`src/rtl/dsb_pkg.sv`:
```
package dsb_pkg;
  typedef enum logic [1:0] {
    CH_OFF  = 2'd0,
    CH_ON   = 2'd1,
    CH_SOFT = 2'd2
  } ch_state_e;
endpackage

```
`src/rtl/dsb_timer.sv`:
```
module dsb_timer #(
  parameter int TICKS = 8
) (
  input  logic clk,
  input  logic rst_n,
  input  logic load,
  input  logic run,
  output logic idle,
  output logic last
);
  localparam int W = $clog2(TICKS + 1);

  logic [W-1:0] cnt_q;

  always_ff @(posedge clk or negedge rst_n) begin
    if (!rst_n)
      cnt_q <= '0;
    else if (load)
      cnt_q <= W'(TICKS);
    else if (run && cnt_q != '0)
      cnt_q <= cnt_q - 1'b1;
  end

  assign idle = (cnt_q == '0);
  assign last = (cnt_q == W'(1));

  AST_TMR_STAYS_IDLE: assert property (@(posedge clk) disable iff (!rst_n)
    (idle && !load) |=> idle);
endmodule

```
`src/rtl/dsb_filter.sv`:
```
module dsb_filter #(
  parameter int MIN_RUN = 4
) (
  input  logic clk,
  input  logic rst_n,
  input  logic en,
  input  logic din,
  output logic hit
);
  localparam int W = $clog2(MIN_RUN + 1);
  localparam logic [W-1:0] TOP = W'(MIN_RUN - 1);

  logic [W-1:0] run_q;
  logic         live;

  assign live = en && din;

  always_ff @(posedge clk or negedge rst_n) begin
    if (!rst_n)
      run_q <= '0;
    else if (!live)
      run_q <= '0;
    else if (run_q != TOP)
      run_q <= run_q + 1'b1;
  end

  assign hit = live && (run_q == TOP);

  AST_FILT_RESTART: assert property (@(posedge clk) disable iff (!rst_n)
    !live |=> (run_q == '0));
endmodule

```
`src/rtl/dsb_sequencer.sv`:
```
module dsb_sequencer
  import dsb_pkg::*;
#(
  parameter int BLANK_CYC = 300,
  parameter int FILT_CYC  = 100,
  parameter int SSD_CYC   = 960,
  parameter int BOOST_CYC = 20
) (
  input  logic clk,
  input  logic rst_n,
  input  logic cmd_on,
  input  logic desat_in,
  output logic src_en,
  output logic boost_en,
  output logic sink_en,
  output logic ssd_en,
  output logic ssd_busy_n,
  output logic ssd_done
);
  ch_state_e state_q, state_d;
  logic      cmd_q;
  logic      cmd_rise;
  logic      turn_on;
  logic      blank_idle, blank_last;
  logic      boost_live;
  logic      trip;
  logic      ssd_idle, ssd_last;
  logic      enter_soft;
  logic      done_q;

  assign cmd_rise   = cmd_on && !cmd_q;
  assign turn_on    = (state_q == CH_OFF) && cmd_rise;
  assign enter_soft = (state_q == CH_ON) && cmd_on && trip;

  always_ff @(posedge clk or negedge rst_n) begin
    if (!rst_n) cmd_q <= 1'b0;
    else        cmd_q <= cmd_on;
  end

  dsb_timer #(.TICKS(BLANK_CYC)) u_blank (
    .clk (clk), .rst_n (rst_n),
    .load (turn_on), .run (state_q == CH_ON),
    .idle (blank_idle), .last (blank_last)
  );

  generate
    if (BOOST_CYC > 0) begin : g_boost
      logic b_idle, b_last;
      dsb_timer #(.TICKS(BOOST_CYC)) u_boost (
        .clk (clk), .rst_n (rst_n),
        .load (turn_on), .run (state_q == CH_ON),
        .idle (b_idle), .last (b_last)
      );
      assign boost_live = !b_idle;
    end else begin : g_noboost
      assign boost_live = 1'b0;
    end
  endgenerate

  dsb_filter #(.MIN_RUN(FILT_CYC)) u_filt (
    .clk (clk), .rst_n (rst_n),
    .en  ((state_q == CH_ON) && blank_idle),
    .din (desat_in),
    .hit (trip)
  );

  dsb_timer #(.TICKS(SSD_CYC)) u_soft (
    .clk (clk), .rst_n (rst_n),
    .load (enter_soft), .run (state_q == CH_SOFT),
    .idle (ssd_idle), .last (ssd_last)
  );

  always_comb begin
    state_d = state_q;
    case (state_q)
      CH_OFF:  if (cmd_rise) state_d = CH_ON;
      CH_ON:   if (!cmd_on) state_d = CH_OFF;
               else if (trip) state_d = CH_SOFT;
      CH_SOFT: if (ssd_last) state_d = CH_OFF;
      default: state_d = CH_OFF;
    endcase
  end

  always_ff @(posedge clk or negedge rst_n) begin
    if (!rst_n) begin
      state_q <= CH_OFF;
      done_q  <= 1'b0;
    end else begin
      state_q <= state_d;
      done_q  <= (state_q == CH_SOFT) && ssd_last;
    end
  end

  assign src_en     = (state_q == CH_ON);
  assign boost_en   = src_en && boost_live;
  assign sink_en    = (state_q == CH_OFF);
  assign ssd_en     = (state_q == CH_SOFT);
  assign ssd_busy_n = !ssd_en;
  assign ssd_done   = done_q;

  AST_ONE_STAGE: assert property (@(posedge clk) disable iff (!rst_n)
    $countones({src_en, sink_en, ssd_en}) == 1);
  AST_BOOST_ONLY_ON: assert property (@(posedge clk) disable iff (!rst_n)
    boost_en |-> src_en);
  AST_TRIP_UNBLANKED: assert property (@(posedge clk) disable iff (!rst_n)
    ((state_q == CH_SOFT) && ($past(state_q) == CH_ON)) |-> $past(blank_idle));
  AST_OFF_NO_SOFT: assert property (@(posedge clk) disable iff (!rst_n)
    (state_q == CH_OFF) |=> (state_q != CH_SOFT));
  AST_SOFT_COMPLETES: assert property (@(posedge clk) disable iff (!rst_n)
    ((state_q == CH_SOFT) && !ssd_last) |=> (state_q == CH_SOFT));
  AST_DONE_SINGLE: assert property (@(posedge clk) disable iff (!rst_n)
    ssd_done |=> !ssd_done);
  AST_DONE_AFTER_SOFT: assert property (@(posedge clk) disable iff (!rst_n)
    ssd_done |-> (sink_en && $past(ssd_en)));
endmodule

```
`config.mk`:
```
export PLATFORM = sky130hd
export DESIGN_NAME = dsb_sequencer
export DESIGN_NICKNAME = d
export VERILOG_FILES = /design/src/rtl/dsb_pkg.sv /design/src/rtl/dsb_timer.sv /design/src/rtl/dsb_filter.sv /design/src/rtl/dsb_sequencer.sv
export SDC_FILE = /design/constraint.sdc
export NUM_CORES = 1
export LEC_CHECK = 0
export BUFFER_PORTS_ARGS = -buffer_cell sky130_fd_sc_hd__buf_2
export CAP_MARGIN = 20
export CORE_AREA = 2 2 88 48
export DETAILED_ROUTE_END_ITERATION = 7
export DIE_AREA = 0 0 90 50
export GPL_TIMING_DRIVEN = 0
export PLACE_DENSITY_LB_ADDON = 0.15
export SLEW_MARGIN = 30
export SYNTH_ARGS = -nofsm -noshare
export SYNTH_HDL_FRONTEND = slang
export SYNTH_SLANG_ARGS = --single-unit
```
`constraint.sdc`:
```
create_clock -name clk -period 1.7 [get_ports clk]
set_input_delay 0.425 -clock clk [delete_from_list [all_inputs] [get_ports clk]]
set_output_delay 0.425 -clock clk [all_outputs]
set_load 0.05 [all_outputs]
```
==> results_tabular.tex <==
\begin{tabular}{lr}
\hline
Metric & Value \\
\hline
\multicolumn{2}{l}{\textbf{Worst setup path}} \\
Worst reg2reg path depth & 4 \\
Worst EP arrival & 1630 ps \\
Launching element of the worst setup path & g\_boost.u\_boost.cnt\_q[1] \\
End of the worst register-to-register path & u\_soft.cnt\_q[9] \\
Endpoint class of the critical path & primary output \\
Launch instance of the worst register-to-register path & u\_soft.cnt\_q[1] \\
WP data required & 1270 ps \\
Kind of start point of the critical path & register \\
Worst path slowest cell & sky130\_fd\_sc\_hd\_\_dfrtp\_1 \\
Critical path type & register to primary output \\
Crit path max fanout & 2 \\
Worst reg-to-reg setup slack & -80 ps \\
Largest stage delay, worst path & 400 ps \\
Critical-path cell list & inv\_2 -> ha\_4 -> or3b\_4 -> o21a\_4 -> buf\_8 \\
\multicolumn{2}{l}{\textbf{Final layout}} \\
Final standard cell area without fillers & 2470 µm² \\
Net total in the final layout & 236 \\
Top library cells by usage in the layout, fill and taps aside & 31 x sky130\_fd\_sc\_hd\_\_dfrtp\_1, 23 x sky130\_fd\_sc\_hd\_\_buf\_4, 21 x sky130\_fd\_sc\_hd\_\_nand2\_1 \\
Number of antenna cells inserted & 0 \\
Fin util & 66.4\% \\
Area added between synthesis and finish & 37.8\% \\
Most common library cell in the layout ignoring fill and taps & sky130\_fd\_sc\_hd\_\_dfrtp\_1 \\
Fraction of final layout cells with drive strength greater than 1 & 39.0\% \\
\multicolumn{2}{l}{\textbf{Logic synthesis}} \\
Average instance area after synthesis & 9.80 µm² \\
Most used DFF post-synth & sky130\_fd\_sc\_hd\_\_dfrtp\_1 \\
Syn Inst Count & 183 \\
Synth cell types & 46 \\
Post-synthesis sequential element count & 35 \\
Syn Nets & 192 \\
Count of flip-flops with a built-in enable after synthesis & 0 \\
Async set-reset flop share out of synthesis & 100\% \\
Synthesized cell area & 1790 µm² \\
Warning count from the yosys run & 0 \\
Share of synthesized area occupied by flip-flops and latches & 48.8\% \\
\multicolumn{2}{l}{\textbf{Status}} \\
Status & finished, violations left \\
Violated checks & setup timing \\
\multicolumn{2}{l}{\textbf{Clock tree}} \\
Inserted Clock Buffers & 5 \\
Root Driver & sky130\_fd\_sc\_hd\_\_clkbuf\_8 \\
Register clock-pin slew on the reported worst setup and hold paths & 70 ps \\
Clock latency on the worst-skew pair & 280 ps \\
Number of sinks driven by the clock tree & 35 \\
Buffer depth of the longest clock path & 2 \\
Quantity of hold-fixing buffers added after cts & 0 \\
\# H-tree levels & 2 \\
CTS tree & done \\
\multicolumn{2}{l}{\textbf{STA}} \\
Setup repair after global routing missed its margin & true \\
Max-slew violations & 0 \\
Headroom to the max-slew limit & 47.8\% \\
Final setup fails & 5 \\
Final-report hold violation count & 0 \\
Post-route fraction of the period consumed by the critical path & 121\% \\
Maximum clock frequency & 488 MHz \\
Worst hold slack & 226 ps \\
Worst Setup Slack, final & -350 ps \\
Transition time of the tightest slew-check pin & 784 ps \\
Clock Skews & 7.42 ps \\
Final worst path period need & 2050 ps \\
\multicolumn{2}{l}{\textbf{Min path}} \\
Worst min-delay path category & input pin to asynchronous set/reset pin \\
\multicolumn{2}{l}{\textbf{Power and ir drop}} \\
Clock share of power & 26.5\% \\
Switching portion of total power & 31.1\% \\
Leakage component of the power & 1.05 nW \\
Total power divided by cell area & 1000 nW/µm² \\
Combinational Power Share & 31.0\% \\
Worst vdd rail ir drop & 500 µV \\
Power dissipated by switching net loads & 0.773 mW \\
Sequential group share of total power & 42.5\% \\
Internal portion of total power & 1.71 mW \\
\multicolumn{2}{l}{\textbf{Run}} \\
Total of max-cap violations & 0 \\
\multicolumn{2}{l}{\textbf{Global routing}} \\
Via count of the first global-routing pass & 1462 \\
Antenna violations before repair & 0 \\
Overall overflow remaining after global route & 0 \\
Pin count of the biggest net entering global routing & 36 \\
Global-route wire length before repair & 7.13 mm \\
Total global-route track usage & 20.7\% \\
\multicolumn{2}{l}{\textbf{Floorplan}} \\
Cell row count & 16 \\
Die Width & 90 µm \\
Initial standard-cell utilization of the core & 48.2\% \\
Overall die area & 4500 µm² \\
Core box area & 3720 µm² \\
Overall die height & 50 µm \\
Boundary Pins & 10 \\
\multicolumn{2}{l}{\textbf{Route}} \\
Total number of vias & 1573 \\
Total wire length & 4.76 mm \\
Residual antenna-violating net count after detailed routing & 0 \\
Routed vias/inst & 5.58 \\
Number of DRC markers in iteration 0 & 99 \\
Router iterations before antenna repair & 4 \\
Average routed wire per standard cell & 16.9 µm \\
DRC viols & 0 \\
\multicolumn{2}{l}{\textbf{Place}} \\
Final weighted congestion of routability-driven global placement & 0.900 \\
Half-perimeter wire length of the detailed placement result & 2.80 mm \\
Post-detailed-placement cell area & 1930 µm² \\
Port Buffer Count & 9 \\
Placement-stage worst setup slack & -282 ps \\
\hline
\end{tabular}
-- area by class of cell --
class / instances / area [µm²]
repair buffers: 37 / 310
plain buffers: 2 / 15.0
clock buffers: 8 / 100
flip-flops and latches: 35 / 881
well taps: 54 / 67.6
inverters: 9 / 41.3
fillers: 283 / 1250
multi-input cells: 137 / 1060
-- registers in the layout (all words and copies together) (netlist names) --
name / count
u_filt.run_q: 7
g_boost.u_boost.cnt_q: 5
u_soft.cnt_q: 10
ssd_done: 1
cmd_q: 1
u_blank.cnt_q: 9
state_q: 2
-- power groups by stage --
stage	registers, mW	clock network, mW	logic [mW]
after global routing	1.07	0.713	0.837
after detailed placement	1.07	0	0.425
after CTS	1.04	0.666	0.588
after floorplan	1.04	0	0.325
final	1.06	0.657	0.770
after global placement	1.06	0	0.393
-- worst max path at each step --
| stage | depth (start not counted) | endpoint | slack [ps] |
|---|---|---|---|
| after floorplan | 4 | boost_en | 7 |
| after global placement | 4 | state_q[1] | -280 |
| after detailed placement | 4 | u_blank.cnt_q[6] | -280 |
| after CTS | 5 | boost_en | -340 |
| after global routing | 5 | boost_en | -390 |
| final | 5 | boost_en | -350 |
-- cell families (layout without fill, tap and decap cells) --
kind of cell	after synthesis	count (layout)	share of synthesized area, %
simple gates	87	87	25.8
flops	35	35	48.8
fa+ha+maj	5	5	3.49
buf+inv	11	56	2.51
xor+xnor	9	9	4.40
compound gates	29	29	11.0
mux	7	7	3.98
-- synth_stat cells (all sizes together), types with 3 or more instances --
master	number	area share (%)
a21oi	5	1.4
a31oi	5	1.7
dfrtp	35	49
ha	5	3.5
inv	9	1.9
mux2i	6	3.3
nand2	23	4.8
nand3	9	2.5
nor2	21	4.4
nor3	7	2.6
nor3b	3	1.3
o21ai	6	1.7
or3	3	1.0
xnor2	5	2.4
xor2	4	2.0
-- what timing repair did --
item,in CTS,in global routing
endpoints found under the setup margin,28,31
endpoints found under the hold margin,0,0
setup buffers,15,13
gates resized for setup,28,31
pin swaps,7,14
-- routing by layer --
| layer | vias to the layer above | track usage (%) | part of all wire, % |
|---|---|---|---|
| met5 | - | 0 | 0 |
| met4 | 0 | 6.15 | 1.3 |
| met3 | 9 | 5.81 | 4.5 |
| met2 | 37 | 31.1 | 49 |
| met1 | 784 | 29.3 | 45 |
| li1 | 743 | - | - |
-- critical path, delay by kind of cell (launching register included) --
family	cells	cell delay [ps]
DFF	1	400
and+or+nand+nor	1	380
buffers and inverters	2	230
AOI/OAI and AO/OA	1	220
adders and majority gates	1	120
-- metrics by stage --
step | total power [mW] | std cells | TNS (ps)
2_1_floorplan | 1.36 | 183 | 0
3_3_place_gp | 1.45 | 246 | -2760
3_5_place_dp | 1.49 | 246 | -2710
4_1_cts | 2.29 | 269 | -534
5_1_grt | 2.62 | 282 | -1160
6_report | 2.48 | 282 | -506
Note: power is estimated with default switching activity, not from simulation.
